$ cat src/rtl/cec_txb_pkg.sv
package cec_txb_pkg;

  typedef enum logic [1:0] {
    CMD_NOP   = 2'd0,
    CMD_SEND  = 2'd1,
    CMD_ABORT = 2'd2,
    CMD_NEXT  = 2'd3
  } cmd_e;

  typedef enum logic [1:0] {
    STAT_IDLE = 2'd0,
    STAT_BUSY = 2'd1,
    STAT_SENT = 2'd2,
    STAT_FAIL = 2'd3
  } stat_e;

  typedef enum logic [2:0] {
    F_IDLE,
    F_OFFER,
    F_WAIT,
    F_DONE,
    F_ERR
  } fsm_e;

  localparam int          REG_AW   = 8;
  localparam logic [7:0]  ADR_LEN  = 8'h10;
  localparam logic [7:0]  ADR_CMD  = 8'h11;
  localparam logic [7:0]  ADR_CLR  = 8'h13;
  localparam logic [7:0]  ADR_STAT = 8'h93;

endpackage

$ cat src/rtl/cec_txb_regbank.sv
module cec_txb_regbank
  import cec_txb_pkg::*;
#(
  parameter int DEPTH  = 16,
  parameter int DATA_W = 8,
  localparam int IDX_W = $clog2(DEPTH)
) (
  input  logic              clk,
  input  logic              rst_n,
  input  logic              wr_i,
  input  logic              rd_i,
  input  logic [REG_AW-1:0] addr_i,
  input  logic [DATA_W-1:0] wdata_i,
  output logic [DATA_W-1:0] rdata_o,
  input  logic              busy_i,
  input  logic [1:0]        status_i,
  input  logic [IDX_W-1:0]  idx_i,
  output logic [DATA_W-1:0] byte_o,
  output logic [IDX_W-1:0]  len_o,
  output logic              clr_o,
  output logic              cmd_wr_o,
  output logic [1:0]        cmd_code_o,
  output logic [1:0]        cmd_prev_o
);

  logic [DATA_W-1:0] mem_q [DEPTH];
  logic [IDX_W-1:0]  len_q;
  logic [1:0]        cmd_q;
  logic              clr_q;
  logic              in_buf;
  logic              frame_wr;
  logic [DATA_W-1:0] rd_mux;

  assign in_buf   = addr_i < REG_AW'(DEPTH);
  assign frame_wr = wr_i && !busy_i && !clr_q;

  always_ff @(posedge clk or negedge rst_n) begin
    if (!rst_n) begin
      for (int i = 0; i < DEPTH; i++) mem_q[i] <= '0;
      len_q <= '0;
    end else if (clr_q) begin
      for (int i = 0; i < DEPTH; i++) mem_q[i] <= '0;
      len_q <= '0;
    end else if (frame_wr) begin
      if (in_buf) mem_q[addr_i[IDX_W-1:0]] <= wdata_i;
      if (addr_i == ADR_LEN) len_q <= wdata_i[IDX_W-1:0];
    end
  end

  always_ff @(posedge clk or negedge rst_n) begin
    if (!rst_n) begin
      cmd_q <= CMD_NOP;
      clr_q <= 1'b0;
    end else if (wr_i) begin
      if (addr_i == ADR_CMD) cmd_q <= wdata_i[1:0];
      if (addr_i == ADR_CLR) clr_q <= wdata_i[0];
    end
  end

  always_comb begin
    rd_mux = '0;
    if (in_buf)                 rd_mux = mem_q[addr_i[IDX_W-1:0]];
    else if (addr_i == ADR_LEN)  rd_mux = {{(DATA_W-IDX_W){1'b0}}, len_q};
    else if (addr_i == ADR_CMD)  rd_mux = {{(DATA_W-2){1'b0}}, cmd_q};
    else if (addr_i == ADR_CLR)  rd_mux = {{(DATA_W-1){1'b0}}, clr_q};
    else if (addr_i == ADR_STAT) rd_mux = {{(DATA_W-2){1'b0}}, status_i};
  end

  always_ff @(posedge clk or negedge rst_n) begin
    if (!rst_n)    rdata_o <= '0;
    else if (rd_i) rdata_o <= rd_mux;
  end

  assign byte_o     = mem_q[idx_i];
  assign len_o      = len_q;
  assign clr_o      = clr_q;
  assign cmd_wr_o   = wr_i && (addr_i == ADR_CMD);
  assign cmd_code_o = wdata_i[1:0];
  assign cmd_prev_o = cmd_q;

endmodule

$ cat src/rtl/cec_txb_seq.sv
module cec_txb_seq
  import cec_txb_pkg::*;
#(
  parameter int DEPTH = 16,
  localparam int IDX_W = $clog2(DEPTH)
) (
  input  logic             clk,
  input  logic             rst_n,
  input  logic             cmd_wr_i,
  input  logic [1:0]       cmd_code_i,
  input  logic [1:0]       cmd_prev_i,
  input  logic             clr_i,
  input  logic [IDX_W-1:0] len_i,
  input  logic             tx_ready_i,
  input  logic             res_valid_i,
  input  logic             res_ack_i,
  input  logic             res_err_i,
  output logic [IDX_W-1:0] idx_o,
  output logic             tx_valid_o,
  output logic             tx_last_o,
  output logic             tx_abort_o,
  output logic [1:0]       status_o,
  output logic             busy_o,
  output logic             finish_o
);

  fsm_e             state_q, state_d;
  logic [IDX_W-1:0] idx_q, idx_d;
  logic             abort_d;
  logic             busy;

  assign busy = (state_q == F_OFFER) || (state_q == F_WAIT);

  always_comb begin
    state_d = state_q;
    idx_d   = idx_q;
    abort_d = 1'b0;
    if (clr_i && busy) begin
      state_d = F_IDLE;
      abort_d = 1'b1;
    end else if (cmd_wr_i && cmd_code_i == CMD_NEXT && !clr_i) begin
      state_d = F_OFFER;
      idx_d   = '0;
      abort_d = busy;
    end else if (cmd_wr_i && cmd_code_i == CMD_ABORT && busy) begin
      state_d = F_IDLE;
      abort_d = 1'b1;
    end else if (cmd_wr_i && cmd_code_i == CMD_SEND && cmd_prev_i == CMD_NOP
                 && !busy && !clr_i) begin
      state_d = F_OFFER;
      idx_d   = '0;
    end else begin
      case (state_q)
        F_OFFER: if (tx_ready_i) state_d = F_WAIT;
        F_WAIT: begin
          if (res_valid_i) begin
            if (res_ack_i && !res_err_i) begin
              if (idx_q == len_i) state_d = F_DONE;
              else begin
                state_d = F_OFFER;
                idx_d   = idx_q + 1'b1;
              end
            end else begin
              state_d = F_ERR;
            end
          end
        end
        default: ;
      endcase
    end
  end

  always_ff @(posedge clk or negedge rst_n) begin
    if (!rst_n) begin
      state_q    <= F_IDLE;
      idx_q      <= '0;
      tx_abort_o <= 1'b0;
    end else begin
      state_q    <= state_d;
      idx_q      <= idx_d;
      tx_abort_o <= abort_d;
    end
  end

  always_comb begin
    case (state_q)
      F_OFFER, F_WAIT: status_o = STAT_BUSY;
      F_DONE:          status_o = STAT_SENT;
      F_ERR:           status_o = STAT_FAIL;
      default:         status_o = STAT_IDLE;
    endcase
  end

  assign idx_o      = idx_q;
  assign tx_valid_o = (state_q == F_OFFER);
  assign tx_last_o  = (state_q == F_OFFER) && (idx_q == len_i);
  assign busy_o     = busy;
  assign finish_o   = busy && ((state_d == F_DONE) || (state_d == F_ERR));

endmodule

$ cat src/rtl/cec_txb_irq.sv
module cec_txb_irq #(
  parameter int INT_W  = 3,
  parameter int TX_BIT = 1
) (
  input  logic             clk,
  input  logic             rst_n,
  input  logic             set_i,
  input  logic [INT_W-1:0] mask_i,
  input  logic [INT_W-1:0] clear_i,
  output logic [INT_W-1:0] stat_o,
  output logic             irq_o
);

  logic tx_q;

  always_ff @(posedge clk or negedge rst_n) begin
    if (!rst_n)     tx_q <= 1'b0;
    else if (set_i) tx_q <= 1'b1;
    else if (clear_i[TX_BIT]) tx_q <= 1'b0;
  end

  for (genvar g = 0; g < INT_W; g++) begin : g_bit
    if (g == TX_BIT) begin : g_tx
      assign stat_o[g] = tx_q;
    end else begin : g_none
      assign stat_o[g] = 1'b0;
    end
  end

  assign irq_o = |(stat_o & mask_i);

endmodule

$ cat src/rtl/cec_tx_frame_ctrl.sv
module cec_tx_frame_ctrl
  import cec_txb_pkg::*;
#(
  parameter int DEPTH      = 16,
  parameter int DATA_W     = 8,
  parameter int INT_W      = 3,
  parameter int TX_INT_BIT = 1
) (
  input  logic              clk,
  input  logic              rst_n,
  input  logic              reg_wr_i,
  input  logic              reg_rd_i,
  input  logic [7:0]        reg_addr_i,
  input  logic [DATA_W-1:0] reg_wdata_i,
  output logic [DATA_W-1:0] reg_rdata_o,
  output logic              tx_valid_o,
  input  logic              tx_ready_i,
  output logic [DATA_W-1:0] tx_byte_o,
  output logic              tx_last_o,
  output logic              tx_abort_o,
  input  logic              res_valid_i,
  input  logic              res_ack_i,
  input  logic              res_err_i,
  output logic [1:0]        status_o,
  input  logic [INT_W-1:0]  irq_mask_i,
  input  logic [INT_W-1:0]  irq_clear_i,
  output logic [INT_W-1:0]  irq_status_o,
  output logic              irq_o
);

  localparam int IDX_W = $clog2(DEPTH);

  logic [IDX_W-1:0] idx;
  logic [IDX_W-1:0] len;
  logic             clr;
  logic             cmd_wr;
  logic [1:0]       cmd_code;
  logic [1:0]       cmd_prev;
  logic             busy;
  logic             finish;

  cec_txb_regbank #(.DEPTH(DEPTH), .DATA_W(DATA_W)) u_regs (
    .clk        (clk),
    .rst_n      (rst_n),
    .wr_i       (reg_wr_i),
    .rd_i       (reg_rd_i),
    .addr_i     (reg_addr_i),
    .wdata_i    (reg_wdata_i),
    .rdata_o    (reg_rdata_o),
    .busy_i     (busy),
    .status_i   (status_o),
    .idx_i      (idx),
    .byte_o     (tx_byte_o),
    .len_o      (len),
    .clr_o      (clr),
    .cmd_wr_o   (cmd_wr),
    .cmd_code_o (cmd_code),
    .cmd_prev_o (cmd_prev)
  );

  cec_txb_seq #(.DEPTH(DEPTH)) u_seq (
    .clk         (clk),
    .rst_n       (rst_n),
    .cmd_wr_i    (cmd_wr),
    .cmd_code_i  (cmd_code),
    .cmd_prev_i  (cmd_prev),
    .clr_i       (clr),
    .len_i       (len),
    .tx_ready_i  (tx_ready_i),
    .res_valid_i (res_valid_i),
    .res_ack_i   (res_ack_i),
    .res_err_i   (res_err_i),
    .idx_o       (idx),
    .tx_valid_o  (tx_valid_o),
    .tx_last_o   (tx_last_o),
    .tx_abort_o  (tx_abort_o),
    .status_o    (status_o),
    .busy_o      (busy),
    .finish_o    (finish)
  );

  cec_txb_irq #(.INT_W(INT_W), .TX_BIT(TX_INT_BIT)) u_irq (
    .clk     (clk),
    .rst_n   (rst_n),
    .set_i   (finish),
    .mask_i  (irq_mask_i),
    .clear_i (irq_clear_i),
    .stat_o  (irq_status_o),
    .irq_o   (irq_o)
  );

endmodule

$ cat config.mk
export PLATFORM = sky130hd
export DESIGN_NAME = cec_tx_frame_ctrl
export DESIGN_NICKNAME = d
export VERILOG_FILES = /design/src/rtl/cec_txb_pkg.sv /design/src/rtl/cec_txb_regbank.sv /design/src/rtl/cec_txb_seq.sv /design/src/rtl/cec_txb_irq.sv /design/src/rtl/cec_tx_frame_ctrl.sv
export SDC_FILE = /design/constraint.sdc
export NUM_CORES = 1
export LEC_CHECK = 0
export BUFFER_PORTS_ARGS = -buffer_cell sky130_fd_sc_hd__buf_2
export CELL_PAD_IN_SITES_DETAIL_PLACEMENT = 1
export CELL_PAD_IN_SITES_GLOBAL_PLACEMENT = 2
export CORE_UTILIZATION = 35
export DETAILED_ROUTE_END_ITERATION = 10
export HOLD_SLACK_MARGIN = 0.15
export PLACE_DENSITY_LB_ADDON = 0.2
export SYNTH_ARGS = -nofsm -noshare
export SYNTH_HDL_FRONTEND = slang
export SYNTH_SLANG_ARGS = --single-unit
$ cat constraint.sdc
create_clock -name clk -period 3.7 [get_ports clk]
set_clock_uncertainty 0.05 [all_clocks]
set_input_delay 0.555 -clock clk [delete_from_list [all_inputs] [get_ports clk]]
set_output_delay 0.555 -clock clk [all_outputs]
set_load 0.02 [all_outputs]
==> results of run 1 <==
[stage by stage]
step	setup WS, ps	cells
6_report	428	1286
5_1_grt	336	1286
3_5_place_dp	828	1253
4_1_cts	428	1286
3_3_place_gp	875	1253
2_1_floorplan	1470	939
[kinds of logic (layout without fill, tap and decap cells)]
logic type,count (synthesis),after routing
simple gates,303,303
compound gates,283,283
flops,152,152
buf+inv,97,114
mux,94,94
xor+xnor,7,7
fa+ha+maj,1,1
other cells,1,2
[power breakdown]
| part | total, W | switching (W) | internal [W] |
|---|---|---|---|
| Combinational | 0.000378 | 0.000248 | 0.000130 |
| Sequential | 0.00177 | 0.0000560 | 0.00172 |
| Clock | 0.00180 | 0.000783 | 0.00102 |
[layout make-up]
class                      count  share of cell area (%)
tap                          330                    4.09
inverter                       6                   0.223
timing repair buffer          76                    5.05
sequential                   152                    37.7
clock buffer                  20                    4.43
multi-input combinational    690                    47.1
clock inverter                12                    1.39
[layer usage]
metal	track usage, %	share of wire, %	up-vias
met1	34.5	47	3924
met3	2.72	2.9	27
met2	40.7	48	139
met4	7.31	1.7	0
li1	-	-	3364
met5	0	0	-
[cell usage in the layout (no fill, tap or decap), types with 4 or more instances in the layout]
master and count:
nand2b_1 4, buf_12 4, clkbuf_16 17, buf_4 23, mux2_2 11, or3_1 6
a21oi_1 139, inv_6 4, nor3_2 4, a22o_1 8, nor2_1 19, dfrtp_1 150
a221oi_1 10, nor2_4 11, nand4_1 6, xnor2_1 5, o21ai_0 75, nand2_1 214
nand3_1 4, a22oi_1 10, and2_1 5, nor2b_1 6, mux2i_1 35, o21ai_1 21
nor3_1 5, or2_2 4, buf_2 47, mux4_1 15, inv_1 6, mux4_2 33
[critical path, delay by kind of cell, from the launching register on]
| family | cells | cell delay (ps) |
|---|---|---|
| AOI/OAI and AO/OA | 1 | 220 |
| buffers and inverters | 2 | 490 |
| DFF | 1 | 770 |
| muxes | 1 | 600 |
| and+or+nand+nor | 1 | 120 |
[state kept, by name, indices dropped and copies added, names as in the netlist]
register,cells
u_regs.mem_q,128
u_regs.rdata_o,8
u_regs.len_o,4
u_seq.idx_o,4
u_seq.state_q,3
u_regs.cmd_prev_o,2
u_irq.tx_q,1
u_regs.clr_o,1
u_seq.tx_abort_o,1
[worst min-delay path by stage]
stage / from / endpoint / depth (start not counted)
2_1_floorplan: rst_n / u_irq.tx_q$_DFFE_PN0P_ / 0
3_5_place_dp: u_regs.rdata_o[6]$_DFFE_PN0P_ / u_regs.rdata_o[6]$_DFFE_PN0P_ / 2
6_report: irq_clear_i[1] / u_irq.tx_q$_DFFE_PN0P_ / 2
3_3_place_gp: u_regs.rdata_o[6]$_DFFE_PN0P_ / u_regs.rdata_o[6]$_DFFE_PN0P_ / 2
4_1_cts: irq_clear_i[1] / u_irq.tx_q$_DFFE_PN0P_ / 2
5_1_grt: irq_clear_i[1] / u_irq.tx_q$_DFFE_PN0P_ / 2
==> results.cfg, run 1 <==
[yosys]
ys_seq_area_share_pct = 42.0
synth_compound_area_share_pct = 17.9
synth.distinct_cells = 61
synth-main-ff-cell = dfrtp_1
avgSynthCellArea_um2 = 9.64
yosysMostFrequentCell = nand2_1
netlist_area_um2 = 9050
synth.area.top_cells = dfrtp_1 (42%), nand2_1 (8.9%), mux4_2 (8.2%)
synth_cells = 938
synth_warnings = 0
yosys.area.top_type = dfrtp_1
synth-simple-area-share_pct = 15.8
synth_common_cells = nand2_1 (214), dfrtp_1 (152), a21oi_1 (139)
synth_xor_area_share_pct = 0.761
synth_top_area_share_pct = 42.0
synth_top_family_by_area = compound AO/OA/AOI/OAI gates
synth_edf_count = 0
synth_fa_ha_area_share_pct = 0.138
ys_ff_latch = 152
synth-async-reset-ratio_pct = 100
synth_mux_area_share_pct = 17.8

[global_routing]
antenna_found_initial = 0
globalRouteOverflowTotal = 0
grt_pass1_vias = 7589
grt_max_degree = 96
grt_pass1_wl_um = 48500
grt_usage_pct = 24.8

[sta]
finalSetupViolCount = 0
holdWs_ps = 261
clock.fmax_mhz = 306
worstMarginPinSlew_ps = 1130
finalCriticalPeriod_ps = 3270
hold_viol = 0
rsz0062_at_grt = no
final.setup.tns_ps = 0
slew_viol_final = 0
period_share_pct = 88.4
slew_headroom_pct = 24.5

[setup_path]
cp-start-kind = register
r2r_start = u_seq.state_q[1]$_DFF_PN0_
cp_max_fo = 18
crit-reg2reg-capture = u_regs.mem_q[95]$_DFFE_PN0P_
r2r_slack_ps = 1080
cp-startpoint = u_seq.idx_o[0]$_DFFE_PN0P_
end_kind = output port
required_ps = 3090
max_stage_delay_ps = 770
worstPathCellList = buf_4, mux4_2, a22oi_1, nand2_1, buf_2
worstSetupPathType = register to output port
critPathCapture = tx_byte_o[2]
rr_worst_depth = 5
slowest_stage = dfrtp_2
worstPathArrival_ps = 2670

[die]
placementRows = 58
die_h_um = 163
pin_count = 55
dieArea_um2 = 26500
die_w_um = 163
core_area_um2 = 25300
initial_core_util_pct = 35.8

[power_and_ir_drop]
power_w = 0.00396
ir_drop_uv = 243
power.density_nw_per_um2 = 392
p_leak_nw = 4.15

[clock_tree]
cts_buffers = 17
cts_tree = yes
cts_hold_buf = 1
clock_path_buffers = 2
cts.sinks = 152
htreeDepth = 4
cts_root_buf = clkbuf_16
clk_latency_ps = 440
post_cts_buffers = 0
path_clk_slew_ps = 70
post_cts_resized = 0

[status]
status = finished clean

[job]
maxCapViolations = 0

[placed_design]
gp_congestion = 0.805
placed_area_um2 = 9490
hpwl_um = 20700
port_buffers = 48

[route]
wl_um = 31400
vias_per_cell = 5.80
first_pass_iters = 4
vias = 7454
ant_nets = 0
drc = 0
drt_iter0_markers = 471
wire_per_inst_um = 24.4

[finish]
areaGrowthSynthToFinish_pct = 11.5
nets = 974
diodes = 0
drive_above_1_share_pct = 19.2
ff_latch_area_um2 = 3810
multi_input_area_um2 = 4750
fillers = 2876
final_util_pct = 40.0
stdcell_area_um2 = 10100

[hold_path]
hp-class = primary input to register
Note: power is estimated with default switching activity, not from simulation.
==> run 2: changes to the inputs <==
- CAP_MARGIN: default -> 30
- CORE_ASPECT_RATIO: default -> 0.8
==> run 2 against run 1 <==
Against the previous run: maximum frequency up 9.3%; clock power barely moved; cell area fell by 0.23%; critical path type unchanged; largest cell class unchanged.
==> results.cfg, run 2 (synthesis results as in run 1) <==
[clock_tree]
path_clk_slew_ps = 70
cts_root_buf = clkbuf_16
clk_latency_ps = 440
cts.sinks = 152
post_cts_resized = 0
htreeDepth = 4
cts_tree = yes
clock_path_buffers = 2
cts_buffers = 17

[setup_path]
required_ps = 3090
critPathBufInv = 1
slowest_stage = dfrtp_1
crit_cells = 4
cp-start-kind = register
crit-reg2reg-capture = u_regs.mem_q[70]$_DFFE_PN0P_
max_stage_delay_ps = 900
r2r_slack_ps = 1070
cp_max_fo = 19
end_kind = output port
worstSetupPathType = register to output port
rr_worst_depth = 6
worstPathCellList = xnor2_1, nand4_1, nor4_1, buf_2
worstPathArrival_ps = 2390
r2r_start = u_seq.state_q[1]$_DFF_PN0_
crit_family = flip-flops

[hold_path]
worstHoldPathCells = 2
hp-start = irq_clear_i[1]
hp-class = primary input to register
hold_end = u_irq.tx_q$_DFFE_PN0P_

[route]
drc = 0
vias = 7467
wl_um = 31000
first_pass_iters = 4
drt_iter0_markers = 420
wire_per_inst_um = 24.2
ant_nets = 0
vias_per_cell = 5.83

[global_routing]
antenna_found_initial = 0
globalRouteOverflowTotal = 0
grt_usage_pct = 24.4
grt_pass1_vias = 7548
grt_max_degree = 88
grt_pass1_wl_um = 47900

[finish]
largest_reg_flops = 128
layout_commonest_cell = nand2_1
drive_above_1_share_pct = 19.4
layout_common_cells = nand2_1 (214), dfrtp_1 (150), a21oi_1 (139)
fillers = 2881
nets = 975
areaGrowthSynthToFinish_pct = 11.3
reg_top3 = u_regs.mem_q x128, u_regs.rdata_o x8
final_util_pct = 39.8
diodes = 0
stdcell_count = 1281
largest-register = u_regs.mem_q

[power_and_ir_drop]
power.density_nw_per_um2 = 390
p_leak_nw = 4.14
ir_drop_uv = 337

[die]
pin_count = 55
initial_core_util_pct = 35.7
die_w_um = 182
die_h_um = 146
placementRows = 52
dieArea_um2 = 26500
core_area_um2 = 25300

[sta]
hold_viol = 0
finalCriticalPeriod_ps = 2990
period_share_pct = 80.9
worstMarginPinSlew_ps = 1000
final.setup.tns_ps = 0
slew_viol_final = 0
slew_headroom_pct = 33.3
finalSetupViolCount = 0
clock.fmax_mhz = 334
rsz0062_at_grt = no

[placed_design]
gp_congestion = 0.804
dp_cells = 1248
port_buffers = 48
hpwl_um = 20400

[status]
status = finished clean

[job]
maxCapViolations = 0
run 2: cell count changes in the layout (fill, tap and decap cells not counted), sizes merged:
cell and delta:
clkbuf -1, bufinv -1, buf +1, clkinv -3, clkinvlp +1, inv +4
run 2: layer usage:
| metal | vias up | routed length, um | GRT usage [%] |
|---|---|---|---|
| met5 | - | 0 | 0 |
| met4 | 0 | 392 | 5.85 |
| met3 | 24 | 1150 | 3.78 |
| met2 | 180 | 14000 | 36.6 |
| met1 | 3888 | 15400 | 36.7 |
| li1 | 3375 | - | - |
run 2: repair_timing:
item | 4_1_cts | 5_1_grt
endpoints found under the hold margin | 69 | 0
hold buffers | 1 | 0
buffers inserted | 0 | 0
run 2: area by class of cell:
type / count / area (um2) / area share, %
multi-input combinational: 690 / 4750 / 47.2
clock buffer: 19 / 443 / 4.40
inverter: 6 / 22.5 / 0.224
timing repair buffer: 77 / 504 / 5.01
tap: 324 / 405 / 4.03
clock inverter: 13 / 133 / 1.32
sequential: 152 / 3810 / 37.8
run 2: worst max path at each step:
stage | from | end | slack, ps
2_1_floorplan | u_seq.idx_o[0]$_DFFE_PN0P_ | tx_byte_o[0] | 1470
3_3_place_gp | reg_addr_i[0] | u_regs.rdata_o[5]$_DFFE_PN0P_ | 780
3_5_place_dp | reg_addr_i[0] | u_regs.rdata_o[5]$_DFFE_PN0P_ | 780
4_1_cts | u_seq.idx_o[0]$_DFFE_PN0P_ | tx_byte_o[2] | 660
5_1_grt | u_seq.idx_o[0]$_DFFE_PN0P_ | tx_byte_o[1] | 580
6_report | u_seq.idx_o[3]$_DFFE_PN0P_ | tx_last_o | 710
run 2: stage by stage:
stage | setup WS (ps) | hold slack (ps) | total power, W | area, um2
5_1_grt | 577 | 250 | 0.00407 | 10100
6_report | 705 | 260 | 0.00393 | 10100
3_5_place_dp | 780 | 421 | 0.00218 | 9480
4_1_cts | 663 | 234 | 0.00397 | 10100
2_1_floorplan | 1470 | 209 | 0.00202 | 9050
3_3_place_gp | 783 | 412 | 0.00217 | 9480
run 2: worst register-to-register path, cell delays in order, from the launching register on:
cell	delay [ps]
dfrtp_1	520
xnor2_2	510
o2111ai_2	470
buf_4	360
or2_2	390
nand2_1	110
a21oi_1	60
run 2: power breakdown:
part | switching [W] | leakage (nW) | internal (W) | total, W
clock | 0.000819 | 0.270 | 0.000964 | 0.00178
sequential | 0.0000608 | 2.11 | 0.00172 | 0.00178
combinational | 0.000237 | 1.76 | 0.000127 | 0.000365
total | 0.00112 | 4.14 | 0.00281 | 0.00393
==> run 3: changes to the inputs <==
- ABC_AREA: default -> 1
- clock period: 3.7 -> 2.9 ns (I/O delays scaled with it)
==> run 3 against run 2 <==
Against the previous run: non-clock buffer count increased by 24; clock power increased by 34%; die area decreased by 11%.
==> results.cfg, run 3 <==
[status]
status = finished clean

[finish]
stdcell_area_um2 = 9540
layout_commonest_cell = nand2_1
drive_above_1_share_pct = 12.8
reg_top3 = u_regs.mem_q x128, u_regs.rdata_o x8
diodes = 0
nets = 1154
layout_common_cells = nand2_1 (253), o21ai_0 (211), dfrtp_1 (150)
fillers = 2804
ff_latch_area_um2 = 3810
largest-register = u_regs.mem_q
largest_reg_flops = 128
stdcell_count = 1441
multi_input_area_um2 = 3640
areaGrowthSynthToFinish_pct = 18.2

[placed_design]
placed_area_um2 = 8880
gp_congestion = 0.815
dp_cells = 1405
hpwl_um = 22500
place_ws_ps = 427
port_buffers = 48

[global_routing]
grt_pass1_wl_um = 50100
grt_max_degree = 71
grt_pass1_vias = 7849
grt_usage_pct = 29.4
antenna_found_initial = 0
globalRouteOverflowTotal = 0

[route]
first_pass_iters = 6
drt_iter0_markers = 814
wire_per_inst_um = 23.2
wl_um = 33400
vias = 8134
ant_nets = 0
drc = 0
vias_per_cell = 5.64

[sta]
period_share_pct = 97.9
clock.fmax_mhz = 352
worstMarginPinSlew_ps = 803
rsz0062_at_grt = no
hold_viol = 0
finalSetupViolCount = 0
layout_setup_ws_ps = 59.5
final.setup.tns_ps = 0
slew_viol_final = 0
finalCriticalPeriod_ps = 2840
slew_headroom_pct = 46.5

[die]
dieArea_um2 = 23700
die_w_um = 172
pin_count = 55
initial_core_util_pct = 35.8
placementRows = 49
die_h_um = 138
core_area_um2 = 22600

[clock_tree]
cts_buffers = 17
path_clk_slew_ps = 60
cts.sinks = 152
cts_root_buf = clkbuf_16
clk_latency_ps = 440
cts_tree = yes
htreeDepth = 4
clock_path_buffers = 2

[yosys]
yosys.area.top_type = dfrtp_1
synth_fa_ha_area_share_pct = 0.155
synth_common_cells = nand2_1 (253), o21ai_0 (211), dfrtp_1 (152)
ys_ff_latch = 152
avgSynthCellArea_um2 = 7.61
synth_warnings = 0
synth.area.top_cells = dfrtp_1 (47%), o21ai_0 (13%), nand2_1 (12%)
synth_top_area_share_pct = 47.2
ys_seq_area_share_pct = 47.2
synth_xor_area_share_pct = 0.109
synth.distinct_cells = 32
synth_edf_count = 0
netlist_area_um2 = 8070
synth-main-ff-cell = dfrtp_1
synth_mux_area_share_pct = 0
synth_top_family_by_area = compound AO/OA/AOI/OAI gates
synth-simple-area-share_pct = 19.9
synth_cells = 1060
synth-async-reset-ratio_pct = 100
synth_compound_area_share_pct = 24.9
yosysMostFrequentCell = nand2_1

[setup_path]
r2r_start = u_seq.state_q[2]$_DFF_PN0_
crit-reg2reg-capture = u_regs.mem_q[19]$_DFFE_PN0P_
worstPathArrival_ps = 2360
r2r_slack_ps = 460
critPathCapture = tx_byte_o[2]
cp-start-kind = register
worstSetupPathType = register to output port
cp-startpoint = u_seq.idx_o[1]$_DFFE_PN0P_
rr_worst_depth = 8
end_kind = output port
cp_max_fo = 12
required_ps = 2410

[power_and_ir_drop]
power.density_nw_per_um2 = 677
seqPwrFrac_pct = 34.2
power_w = 0.00646
clockPowerShare_pct = 36.9
swShare_pct = 36.0
p_comb_share_pct = 29.0
p_leak_nw = 4.11
p_int_w = 0.00413
ir_drop_uv = 404
switching_power_w = 0.00233

[job]
maxCapViolations = 0

[hold_path]
hp-class = primary input to register
## run 3: worst min path at each step
stage,slack [ps],endpoint,from,cells after the start
after floorplan,90,u_irq.tx_q$_DFFE_PN0P_,rst_n,0
after global placement,400,u_regs.mem_q[11]$_DFFE_PN0P_,rst_n,1
after detailed placement,400,u_regs.mem_q[12]$_DFFE_PN0P_,rst_n,1
after CTS,170,u_irq.tx_q$_DFFE_PN0P_,irq_clear_i[1],4
after global routing,190,u_irq.tx_q$_DFFE_PN0P_,irq_clear_i[1],4
final,170,u_irq.tx_q$_DFFE_PN0P_,irq_clear_i[1],4
## run 3: critical path, stage by stage, from the launching register on
cell and delay [ps]:
dfrtp_1 420, inv_1 280, a21oi_1 220, o21ai_0 140, nand3_1 170, nand4_1 280, nand2_1 220, buf_2 190
## run 3: cell families after synthesis
family,after synthesis
XOR/XNOR,1
other,1
AO/OA/AOI/OAI,362
flip-flops,152
buffers and inverters,160
AND/OR/NAND/NOR,383
adder cells (fa/ha/maj),1
## run 3: metrics by stage
stage                     utilization (%)  hold slack [ps]
after floorplan                         -             89.4
after global placement               39.4              399
after detailed placement             39.4              397
after CTS                            42.1              165
after global routing                 42.3              192
final                                42.3              173
## run 3: routing by layer
metal	wire length [um]	GRT usage [%]
met1	16500	44.4
met2	14500	43.6
met3	1880	4.11
met4	476	7.08
met5	0	0
## run 3: layout make-up
cell class,count,share of cell area [%]
multi-input combinational,749,38.2
clock inverter,8,1.25
clock buffer,23,5.12
tap,306,4.02
sequential,152,39.9
timing repair buffer,101,7.44
inverter,102,4.04
## run 3: repair_timing
action                     4_1_cts  5_1_grt
gates resized for setup          1        2
buffers inserted                 0        4
setup endpoints to repair        1        5
cloned                           0        0
hold endpoints to repair        51        0
hold buffers                     1        0
## run 3: power groups by stage
stage | combinational (W) | clock, W | sequential (W)
after floorplan | 0.00105 | 0 | 0.00222
after global placement | 0.00180 | 0 | 0.00225
after detailed placement | 0.00182 | 0 | 0.00226
after CTS | 0.00183 | 0.00240 | 0.00222
after global routing | 0.00202 | 0.00248 | 0.00221
final | 0.00187 | 0.00238 | 0.00221
